### config.mk
export PLATFORM = sky130hd
export DESIGN_NAME = lmem_window_router
export DESIGN_NICKNAME = d
export VERILOG_FILES = /design/src/rtl/lwr_pkg.sv /design/src/rtl/lwr_hit_cmp.sv /design/src/rtl/lwr_ctrl.sv /design/src/rtl/lwr_datapath.sv /design/src/rtl/lmem_window_router.sv
export SDC_FILE = /design/constraint.sdc
export NUM_CORES = 1
export LEC_CHECK = 0
export ABC_AREA = 1
export BUFFER_PORTS_ARGS = -buffer_cell sky130_fd_sc_hd__buf_2
export CAP_MARGIN = 25
export CORE_AREA = 2 2 206 208
export CTS_BUF_LIST = sky130_fd_sc_hd__clkbuf_2
export DETAILED_ROUTE_END_ITERATION = 10
export DIE_AREA = 0 0 208 210
export MAX_ROUTING_LAYER = met4
export SLEW_MARGIN = 5
export SYNTH_ARGS = -nofsm -noshare
export SYNTH_HDL_FRONTEND = slang
export SYNTH_SLANG_ARGS = --single-unit
### constraint.sdc
create_clock -name clk -period 8.9 [get_ports clk]
set_input_delay 0.89 -clock clk [delete_from_list [all_inputs] [get_ports clk]]
set_output_delay 0.89 -clock clk [all_outputs]
set_load 0.01 [all_outputs]
### src/rtl/lwr_pkg.sv
package lwr_pkg;

  localparam int WORD_BYTES = 4;
  localparam int WORD_W     = 8 * WORD_BYTES;

  typedef struct packed {
    logic dSram;     // data bus owns SRAM this cycle
    logic iSram;     // instruction bus owns SRAM this cycle
    logic dExt;      // data bus owns external port
    logic iExt;      // instruction bus owns external port
    logic dRspSram;  // data response comes from SRAM
    logic iRspSram;  // instruction response comes from SRAM
  } lwrStrobe_t;

  function automatic logic [WORD_W-1:0] laneSwap(input logic [WORD_W-1:0] v);
    logic [WORD_W-1:0] r;
    for (int k = 0; k < WORD_BYTES; k++)
      r[8*k +: 8] = v[8*(WORD_BYTES-1-k) +: 8];
    return r;
  endfunction

  function automatic logic [WORD_BYTES-1:0] beSwap(input logic [WORD_BYTES-1:0] v);
    logic [WORD_BYTES-1:0] r;
    for (int k = 0; k < WORD_BYTES; k++)
      r[k] = v[WORD_BYTES-1-k];
    return r;
  endfunction

endpackage

### src/rtl/lwr_hit_cmp.sv
module lwr_hit_cmp #(
  parameter int ADDR_W = 32
) (
  input  logic [ADDR_W-1:0] addr,
  input  logic [ADDR_W-1:0] base,
  input  logic [ADDR_W-1:0] mask,
  output logic              hit
);
  always_comb hit = ((addr & mask) == base);
endmodule

### src/rtl/lwr_ctrl.sv
module lwr_ctrl
  import lwr_pkg::*;
#(
  parameter int ADDR_W = 32
) (
  input  logic              clk,
  input  logic              rstN,
  input  logic [ADDR_W-1:0] iBase,
  input  logic [ADDR_W-1:0] iMask,
  input  logic [ADDR_W-1:0] dBase,
  input  logic [ADDR_W-1:0] dMask,
  input  logic              iValid,
  input  logic [ADDR_W-1:0] iAddr,
  input  logic              dValid,
  input  logic              dWrite,
  input  logic [ADDR_W-1:0] dAddr,
  input  logic              extReady,
  input  logic              extRvalid,
  input  logic              extRspId,
  output logic              iReady,
  output logic              dReady,
  output logic              iRvalid,
  output logic              dRvalid,
  output lwrStrobe_t        strb
);

  localparam int NBUS = 2;  // index 0 = instruction, 1 = data

  logic [NBUS-1:0]       hitVec;
  logic [ADDR_W-1:0]     addrArr [NBUS];
  logic [ADDR_W-1:0]     baseArr [NBUS];
  logic [ADDR_W-1:0]     maskArr [NBUS];

  always_comb begin
    addrArr[0] = iAddr; baseArr[0] = iBase; maskArr[0] = iMask;
    addrArr[1] = dAddr; baseArr[1] = dBase; maskArr[1] = dMask;
  end

  for (genvar b = 0; b < NBUS; b++) begin : gHit
    lwr_hit_cmp #(.ADDR_W(ADDR_W)) uHit (
      .addr(addrArr[b]),
      .base(baseArr[b]),
      .mask(maskArr[b]),
      .hit (hitVec[b])
    );
  end

  logic iHit, dHit;
  assign iHit = hitVec[0];
  assign dHit = hitVec[1];

  logic dSramReq, iSramReq, dExtReq, iExtReq;
  always_comb begin
    dSramReq = dValid & dHit;
    iSramReq = iValid & iHit & ~dSramReq;
    dExtReq  = dValid & ~dHit;
    iExtReq  = iValid & ~iHit & ~dExtReq;
  end

  always_comb begin
    dReady = dHit ? 1'b1 : extReady;
    iReady = iHit ? ~dSramReq : (~dExtReq & extReady);
  end

  logic dPend, iPend;
  always_ff @(posedge clk) begin
    if (!rstN) begin
      dPend <= 1'b0;
      iPend <= 1'b0;
    end else begin
      dPend <= dSramReq & ~dWrite;
      iPend <= iSramReq;
    end
  end

  always_comb begin
    dRvalid = dPend | (extRvalid & extRspId);
    iRvalid = iPend | (extRvalid & ~extRspId);
  end

  always_comb begin
    strb.dSram    = dSramReq;
    strb.iSram    = iSramReq;
    strb.dExt     = dExtReq;
    strb.iExt     = iExtReq;
    strb.dRspSram = dPend;
    strb.iRspSram = iPend;
  end

  AST_DATA_WINS_SRAM: assert property (@(posedge clk) disable iff (!rstN)
    (dValid && dHit && iValid && iHit) |-> !iReady);

  AST_D_SRAM_LATENCY: assert property (@(posedge clk) disable iff (!rstN)
    (dValid && dHit && !dWrite) |=> dRvalid);

  AST_I_SRAM_LATENCY: assert property (@(posedge clk) disable iff (!rstN)
    (iValid && iReady && iHit) |=> iRvalid);

  AST_MISS_STALL: assert property (@(posedge clk) disable iff (!rstN)
    (dValid && !dHit && !extReady) |-> !dReady);

endmodule

### src/rtl/lwr_datapath.sv
module lwr_datapath
  import lwr_pkg::*;
#(
  parameter int ADDR_W     = 32,
  parameter int SRAM_BYTES = 16384
) (
  input  logic                  clk,
  input  logic                  rstN,
  input  lwrStrobe_t            strb,
  input  logic [ADDR_W-4:0]     cpuBaseHi,
  input  logic                  iBigEnd,
  input  logic                  dBigEnd,
  input  logic                  rdPrioHigh,
  input  logic                  wrPrioHigh,
  input  logic [ADDR_W-1:0]     iAddr,
  input  logic                  dWrite,
  input  logic [ADDR_W-1:0]     dAddr,
  input  logic [WORD_W-1:0]     dWdata,
  input  logic [WORD_BYTES-1:0] dBe,
  input  logic [WORD_W-1:0]     sramRdata,
  input  logic [WORD_W-1:0]     extRdata,
  output logic                  sramEn,
  output logic                  sramWe,
  output logic [$clog2(SRAM_BYTES/WORD_BYTES)-1:0] sramIdx,
  output logic [WORD_W-1:0]     sramWdata,
  output logic [WORD_BYTES-1:0] sramBe,
  output logic                  extValid,
  output logic                  extWrite,
  output logic [ADDR_W-1:0]     extAddr,
  output logic [WORD_W-1:0]     extWdata,
  output logic [WORD_BYTES-1:0] extBe,
  output logic                  extPrio,
  output logic                  extId,
  output logic [WORD_W-1:0]     iRdata,
  output logic [WORD_W-1:0]     dRdata
);

  localparam int IDX_W = $clog2(SRAM_BYTES / WORD_BYTES);
  localparam int IDX_LO = $clog2(WORD_BYTES);
  localparam int IDX_HI = IDX_LO + IDX_W - 1;

  logic [ADDR_W-1:0]     relocOffset;
  logic [WORD_W-1:0]     dWdataLane;
  logic [WORD_BYTES-1:0] dBeLane;

  always_comb begin
    relocOffset = {cpuBaseHi, 3'b000};
    dWdataLane  = dBigEnd ? laneSwap(dWdata) : dWdata;
    dBeLane     = dBigEnd ? beSwap(dBe) : dBe;
  end

  // SRAM port
  always_comb begin
    sramEn    = strb.dSram | strb.iSram;
    sramWe    = strb.dSram & dWrite;
    sramIdx   = strb.dSram ? dAddr[IDX_HI:IDX_LO] : iAddr[IDX_HI:IDX_LO];
    sramWdata = dWdataLane;
    sramBe    = strb.dSram ? dBeLane : {WORD_BYTES{1'b1}};
  end

  // External port
  always_comb begin
    extValid = strb.dExt | strb.iExt;
    extWrite = strb.dExt & dWrite;
    extAddr  = (strb.dExt ? dAddr : iAddr) + relocOffset;
    extWdata = dWdataLane;
    extBe    = strb.dExt ? dBeLane : {WORD_BYTES{1'b1}};
    extPrio  = extWrite ? wrPrioHigh : rdPrioHigh;
    extId    = strb.dExt;
  end

  // Response steering and byte order
  logic [WORD_W-1:0] dRaw, iRaw;
  always_comb begin
    dRaw   = strb.dRspSram ? sramRdata : extRdata;
    iRaw   = strb.iRspSram ? sramRdata : extRdata;
    dRdata = dBigEnd ? laneSwap(dRaw) : dRaw;
    iRdata = iBigEnd ? laneSwap(iRaw) : iRaw;
  end

  AST_EXT_PRIO_DIR: assert property (@(posedge clk) disable iff (!rstN)
    extValid |-> (extPrio == (extWrite ? wrPrioHigh : rdPrioHigh)));

  AST_SINGLE_WRITER: assert property (@(posedge clk) disable iff (!rstN)
    !(sramWe && extWrite));

endmodule

### src/rtl/lmem_window_router.sv
module lmem_window_router (
  input  logic        clk,
  input  logic        rstN,
  input  logic [31:0] iBase,
  input  logic [31:0] iMask,
  input  logic [31:0] dBase,
  input  logic [31:0] dMask,
  input  logic [28:0] cpuBaseHi,
  input  logic        iBigEnd,
  input  logic        dBigEnd,
  input  logic        rdPrioHigh,
  input  logic        wrPrioHigh,
  input  logic        iValid,
  input  logic [31:0] iAddr,
  output logic        iReady,
  output logic        iRvalid,
  output logic [31:0] iRdata,
  input  logic        dValid,
  input  logic        dWrite,
  input  logic [31:0] dAddr,
  input  logic [31:0] dWdata,
  input  logic [3:0]  dBe,
  output logic        dReady,
  output logic        dRvalid,
  output logic [31:0] dRdata,
  output logic        sramEn,
  output logic        sramWe,
  output logic [11:0] sramIdx,
  output logic [31:0] sramWdata,
  output logic [3:0]  sramBe,
  input  logic [31:0] sramRdata,
  output logic        extValid,
  input  logic        extReady,
  output logic        extWrite,
  output logic [31:0] extAddr,
  output logic [31:0] extWdata,
  output logic [3:0]  extBe,
  output logic        extPrio,
  output logic        extId,
  input  logic        extRvalid,
  input  logic        extRspId,
  input  logic [31:0] extRdata
);

  localparam int ADDR_W     = 32;
  localparam int SRAM_BYTES = 16384;

  lwr_pkg::lwrStrobe_t strb;

  lwr_ctrl #(.ADDR_W(ADDR_W)) uCtrl (
    .clk      (clk),
    .rstN     (rstN),
    .iBase    (iBase),
    .iMask    (iMask),
    .dBase    (dBase),
    .dMask    (dMask),
    .iValid   (iValid),
    .iAddr    (iAddr),
    .dValid   (dValid),
    .dWrite   (dWrite),
    .dAddr    (dAddr),
    .extReady (extReady),
    .extRvalid(extRvalid),
    .extRspId (extRspId),
    .iReady   (iReady),
    .dReady   (dReady),
    .iRvalid  (iRvalid),
    .dRvalid  (dRvalid),
    .strb     (strb)
  );

  lwr_datapath #(.ADDR_W(ADDR_W), .SRAM_BYTES(SRAM_BYTES)) uData (
    .clk       (clk),
    .rstN      (rstN),
    .strb      (strb),
    .cpuBaseHi (cpuBaseHi),
    .iBigEnd   (iBigEnd),
    .dBigEnd   (dBigEnd),
    .rdPrioHigh(rdPrioHigh),
    .wrPrioHigh(wrPrioHigh),
    .iAddr     (iAddr),
    .dWrite    (dWrite),
    .dAddr     (dAddr),
    .dWdata    (dWdata),
    .dBe       (dBe),
    .sramRdata (sramRdata),
    .extRdata  (extRdata),
    .sramEn    (sramEn),
    .sramWe    (sramWe),
    .sramIdx   (sramIdx),
    .sramWdata (sramWdata),
    .sramBe    (sramBe),
    .extValid  (extValid),
    .extWrite  (extWrite),
    .extAddr   (extAddr),
    .extWdata  (extWdata),
    .extBe     (extBe),
    .extPrio   (extPrio),
    .extId     (extId),
    .iRdata    (iRdata),
    .dRdata    (dRdata)
  );

  AST_DHIT_NO_EXT: assert property (@(posedge clk) disable iff (!rstN)
    (dValid && ((dAddr & dMask) == dBase)) |-> !(extValid && extId));

endmodule

==> flow_summary.yaml, run 1 <==
synth:
  synth_area_leaders: "nand2_1 (27%), o21ai_0 (11%), inv_1 (10%)"
  synthMostInstantiatedCell: "nand2_1"
  yosys.area_share.adder: 0.0661
  netlist_area_um2: 5610
  synth.cells.most_frequent: "nand2_1 (407), inv_1 (156), o21ai_0 (124)"
  yosys_register_bits: 2
  synth.area.mux_share: 0
  synth_edf_count: 0
  synth_top_family_by_area: "simple AND/OR/NAND/NOR gates"
  synth_xor_area_frac: 0.0734
  async_reset_ff_frac: 0
  yosys.area.top_type: "nand2_1"
  synth_seq_area_share: 0.00714
  syn_inst: 1167
  syn_avg_cell_area_um2: 4.80
  ys_types: 36
  synthSimpleGateAreaFrac: 0.427
  synth_flop_cell: "dfxtp_1"
  yosysTopAreaCellShare: 0.273
  syn-num-nets: 1529
  synth_compound_area_frac: 0.240
  yosys_warnings: 0
sta:
  setup-violations-final: 0
  hold_slack_ns: 0.880
  worst_slack_ns: 3.20
  final.setup.tns_ns: 0
  tightest_slew_ns: 0.943
  fin_crit_ns: 5.70
  fin_crit_sh: 0.641
  hold_viol_final: 0
  drv_slew: 0
  timing.fmax_mhz: 175
  max_slew_margin: 0.372
  rsz0062_at_grt: "no"
floorplan:
  start_util: 0.135
  core_um2: 41500
  die-area_um2: 43700
  chipWidth_um: 208
  dieHeight_um: 210
  ios: 523
  rows: 75
worst_setup_path:
  critPathKind: "in2out"
  required_ns: 8.01
  cpLargestDelayFamily: "simple AND/OR/NAND/NOR gates"
  worst_path_most_repeated_cell: "nand2_1"
  cp_max_fo: 44
  cp_num_buf_inv: 6
  critical-path-slowest-cell: "fa_1"
  worst_setup_path_end_kind: "output port"
  crit_start: "dAddr[31]"
  crit_path_max_incr_delay_ns: 0.42
  crit_end: "extAddr[31]"
  startpoint_type: "input port"
  crit_cells: 25
  arrival_ns: 4.81
clocking:
  clkSinkCount: 2
  cts_resized: 0
  holdBufCountCts: 0
  cts_root_buf: "clkbuf_2"
  cts_tree: "done"
  cts.htree.levels: 1
  post_cts_buffers: 0
  cts_buffer_depth: 2
  cts_made_buffers: 3
  clk_pin_slew_ns: 0.03
cells_and_area:
  drive_above_1_share: 0.335
  syn_to_final_growth_pct: 52.0
  nets: 1983
  final_core_util: 0.205
detailed_routing:
  drt-pass1-iter-count: 7
  drtIter0Drc: 624
  dr_total_vias: 8774
  drc: 0
  detail_route.wl_per_cell_um: 15.1
  ant_nets: 0
  finalWirelength_um: 32600
  vias_per_cell: 4.05
grt:
  antenna_found_initial: 8
  grt_pass1_wl_um: 46400
  gr-usage-all-layers: 0.142
  grt_overflow: 0
  grt_pass1_vias: 7778
  grt_max_degree: 81
placed_design:
  pre_cts_ws_ns: 2.97
  dp_hpwl_um: 29400
  globalplace.congestion: 0.947
  port_buffers: 522
power:
  vdd.ir_drop.worst_mv: 0.0444
  p_leak_uw: 0.00488
  finalPower_uw: 547
  power_density_nw_per_um2: 64.3
outcome:
  status: "complete, no violations"
run:
  cap_violations: 0
hold_path:
  worstHoldPathType: "in2reg"
layout by cell type, fill, tap and decap left out, types with 8 or more instances in the layout:
cell      count
o21ai_0     124
nor3_1        8
nand3b_1     11
ha_1         28
xnor2_1      13
nor2_1       92
nand3_1      53
inv_1       156
diode_2       8
o21ai_1      37
nand4_1       9
xor2_1       34
buf_2       521
a21oi_1      84
nand2_1     407
worst min path at each step:
stage	start	slack, ns	end	cells after the start
CTS	dWrite	0.87	uCtrl.dPend	2
detailed placement	dWrite	1.08	uCtrl.dPend	2
global route	dWrite	0.86	uCtrl.dPend	2
global placement	dWrite	1.07	uCtrl.dPend	2
finish	dWrite	0.88	uCtrl.dPend	2
floorplan	dWrite	0.97	uCtrl.dPend	1
where the power goes:
group          leakage, uW  internal, uW  switching [uW]
combinational      0.00485           206             318
clock            0.0000125          8.98            5.36
sequential       0.0000171          9.03   0.00000000145
final cells by class:
cell class              instances  area (um^2)
diodes                          8         20.0
clock buffers                   3         15.0
fillers                      4977        33000
inverters                     159          597
multi-input cells             929         4520
flip-flops and latches          2         42.5
well taps                     539          674
repair buffers                526         2650
state kept, by name (all words and copies together), names as in the netlist:
signal / flops
uCtrl.iPend: 1
uCtrl.dPend: 1
per-layer routing:
metal / GRT usage / share of wire / vias to the layer above
met5: - / 0 / -
met4: 0.0320 / 0.011 / 0
met3: 0.0356 / 0.090 / 24
met2: 0.237 / 0.48 / 408
met1: 0.173 / 0.42 / 3745
li1: - / - / 4597
through the flow:
stage | instance area, um^2 | std cells
global placement | 8480 | 2155
CTS | 8500 | 2158
finish | 8520 | 2166
floorplan | 5610 | 1167
detailed placement | 8480 | 2155
global route | 8520 | 2166
logic make-up (layout without fill, tap and decap cells):
group	after synthesis	after routing
AO/OA/AOI/OAI	261	261
adder cells (fa/ha/maj)	29	29
AND/OR/NAND/NOR	592	592
buffers and inverters	236	688
other	0	8
XOR/XNOR	47	47
flip-flops	2	2
No activity file was read; power rests on OpenSTA's default activity.
==> inputs of run 2 (changes only) <==
--- a/config.mk
+++ b/config.mk
@@ -5,13 +5,13 @@
 export SDC_FILE = /design/constraint.sdc
 export NUM_CORES = 1
 export LEC_CHECK = 0
-export ABC_AREA = 1
+export ABC_AREA = 0
 export BUFFER_PORTS_ARGS = -buffer_cell sky130_fd_sc_hd__buf_2
 export CAP_MARGIN = 25
-export CORE_AREA = 2 2 206 208
+export CORE_AREA = 2 2 202 204
 export CTS_BUF_LIST = sky130_fd_sc_hd__clkbuf_2
 export DETAILED_ROUTE_END_ITERATION = 10
-export DIE_AREA = 0 0 208 210
+export DIE_AREA = 0 0 204 206
 export MAX_ROUTING_LAYER = met4
 export SLEW_MARGIN = 5
 export SYNTH_ARGS = -nofsm -noshare
==> constraint.sdc (replaced) <==
create_clock -name clk -period 5.62 [get_ports clk]
set_input_delay 0.562 -clock clk [delete_from_list [all_inputs] [get_ports clk]]
set_output_delay 0.562 -clock clk [all_outputs]
set_load 0.01 [all_outputs]
==> run 2 against run 1 <==
Against the previous run: cell count down 22%; combinational power up 74%; cell area up 4.2%; synthesized area down 8.0%; via count down 19%; worst hold slack worse by 0.29 ns; worst setup slack worse by 3.0 ns; flip-flop and latch count unchanged; core utilization up 1.5 points; sequential power up 58%; critical path depth down 1; power up 73%.
==> flow_summary.yaml, run 2 <==
placed_design:
  pre_cts_ws_ns: -0.149
  globalplace.congestion: 0.966
  port_buffers: 522
  placedCellCount: 1684
  dp_hpwl_um: 28700
sta:
  worst_slack_ns: 0.171
  fin_crit_sh: 0.970
  fin_crit_ns: 5.45
  max_slew_margin: 0.423
  drv_slew: 0
  setup-violations-final: 0
  tightest_slew_ns: 0.863
  rsz0062_at_grt: "yes"
  timing.fmax_mhz: 184
  hold_slack_ns: 0.591
  hold_viol_final: 0
synth:
  synth_flop_cell: "dfxtp_1"
  synth.cells.most_frequent: "nand2_1 (174), xnor2_1 (81), mux4_2 (64)"
  yosys.area.top_type: "mux4_2"
  yosys_register_bits: 2
  async_reset_ff_frac: 0
  synth_area_leaders: "mux4_2 (28%), xnor2_1 (14%), nand2_1 (13%)"
  yosysTopAreaCellShare: 0.279
  syn_avg_cell_area_um2: 8.16
  syn_inst: 632
  synth_edf_count: 0
  netlist_area_um2: 5160
  yosys_warnings: 0
  ys_types: 49
  synthMostInstantiatedCell: "nand2_1"
  synth_seq_area_share: 0.00776
  syn-num-nets: 994
worst_setup_path:
  startpoint_type: "input port"
  required_ns: 5.06
  arrival_ns: 4.89
  worst_setup_path_end_kind: "output port"
  critPathKind: "in2out"
  cp_max_fo: 4
clocking:
  holdBufCountCts: 0
  cts_root_buf: "clkbuf_2"
  cts_tree: "done"
  cts_buffer_depth: 2
  clkSinkCount: 2
  cts_made_buffers: 3
  clk_pin_slew_ns: 0.03
  cts.htree.levels: 1
floorplan:
  die-area_um2: 42000
  core_um2: 40200
  chipWidth_um: 204
  start_util: 0.128
  dieHeight_um: 206
  ios: 523
  rows: 74
detailed_routing:
  dr_total_vias: 7125
  finalWirelength_um: 31700
  drc: 0
  detail_route.wl_per_cell_um: 18.7
  drtIter0Drc: 436
  vias_per_cell: 4.20
  drt-pass1-iter-count: 4
  ant_nets: 0
grt:
  grt_max_degree: 69
  grt_pass1_wl_um: 42500
  gr-usage-all-layers: 0.142
  grt_overflow: 0
  antenna_found_initial: 5
  grt_pass1_vias: 6821
hold_path:
  worstHoldPathType: "in2reg"
power:
  vdd.ir_drop.worst_mv: 0.0429
  p_leak_uw: 0.00436
  power_density_nw_per_um2: 107
run:
  cap_violations: 0
cells_and_area:
  fin_cells: 1696
  largestRegisters: "uCtrl.dPend x1, uCtrl.iPend x1"
  syn_to_final_growth_pct: 72.1
  drive_above_1_share: 0.628
  most-common-layout-cells: "buf_2 (519), nand2_1 (169), xnor2_1 (76)"
  final_common_cell: "buf_2"
  nets: 1526
outcome:
  status: "complete, no violations"
## run 2: final cells by class
type                            count  area [um^2]
Fill cell                        4535        31300
Timing Repair Buffer              586         3170
Multi-Input combinational cell    555         4910
Antenna cell                        2         5.00
Tap cell                          532          666
Clock buffer                        3         15.0
Sequential cell                     2         42.5
Inverter                           16         62.6
## run 2: path summary, 6_finish.rpt
path	end	startpoint	cells after the start
worst max-delay path	extAddr[29]	dAddr[5]	24
worst min-delay path	uCtrl.dPend	dWrite	2
## run 2: what timing repair did
item                       4_1_cts  5_1_grt
hold endpoints to repair         0        0
setup endpoints to repair        5        8
resized for setup                2       40
pin swaps                        3       21
buffers inserted                 0        6
## run 2: where the power goes
group	internal [uW]	switching [uW]
Combinational	432	479
Sequential	14.3	0.0000000145
Clock	14.2	7.83
Total	460	487
## run 2: cells by family after synthesis
group	synth area share
DFF	0.00776
muxes	0.389
adders and majority gates	0.0718
xor gates and xnor gates	0.151
and+or+nand+nor	0.200
buffers and inverters	0.0781
AOI/OAI and AO/OA	0.102
## run 2: layer usage
| layer | vias to the layer above | GRT usage | wire length, um |
|---|---|---|---|
| li1 | 3349 | - | - |
| met1 | 3321 | 0.158 | 12500 |
| met2 | 421 | 0.272 | 16300 |
| met3 | 34 | 0.0137 | 2090 |
| met4 | 0 | 0.0300 | 803 |
| met5 | - | - | 0 |
## run 2: per-stage QoR
step                      TNS [ns]  instance area [um^2]  total power [uW]   util
after floorplan                  0                  5160               465      -
after global placement      -0.327                  8530               894  0.212
after detailed placement    -0.510                  8550               899  0.213
after CTS                        0                  8580               928  0.214
after global routing        -0.304                  8870              1020  0.221
final                            0                  8870               947  0.221
## run 2: critical path, cell delays in order
cell      delay [ns]
buf_2           0.14
nand2_1         0.10
xnor2_2         0.20
nor4_2          0.30
nand4_1         0.24
nor2_2          0.17
nand2b_4        0.17
inv_4           0.04
buf_6           0.12
nand2_2         0.05
nand2_2         0.06
ha_4            0.16
inv_2           0.05
fa_2            0.21
nor2b_2         0.05
o31a_1          0.37
a31oi_4         0.21
nor3_2          0.07
o31a_1          0.35
o41a_1          0.46
a22oi_2         0.29
a21oi_1         0.12
xor2_1          0.20
buf_2           0.17
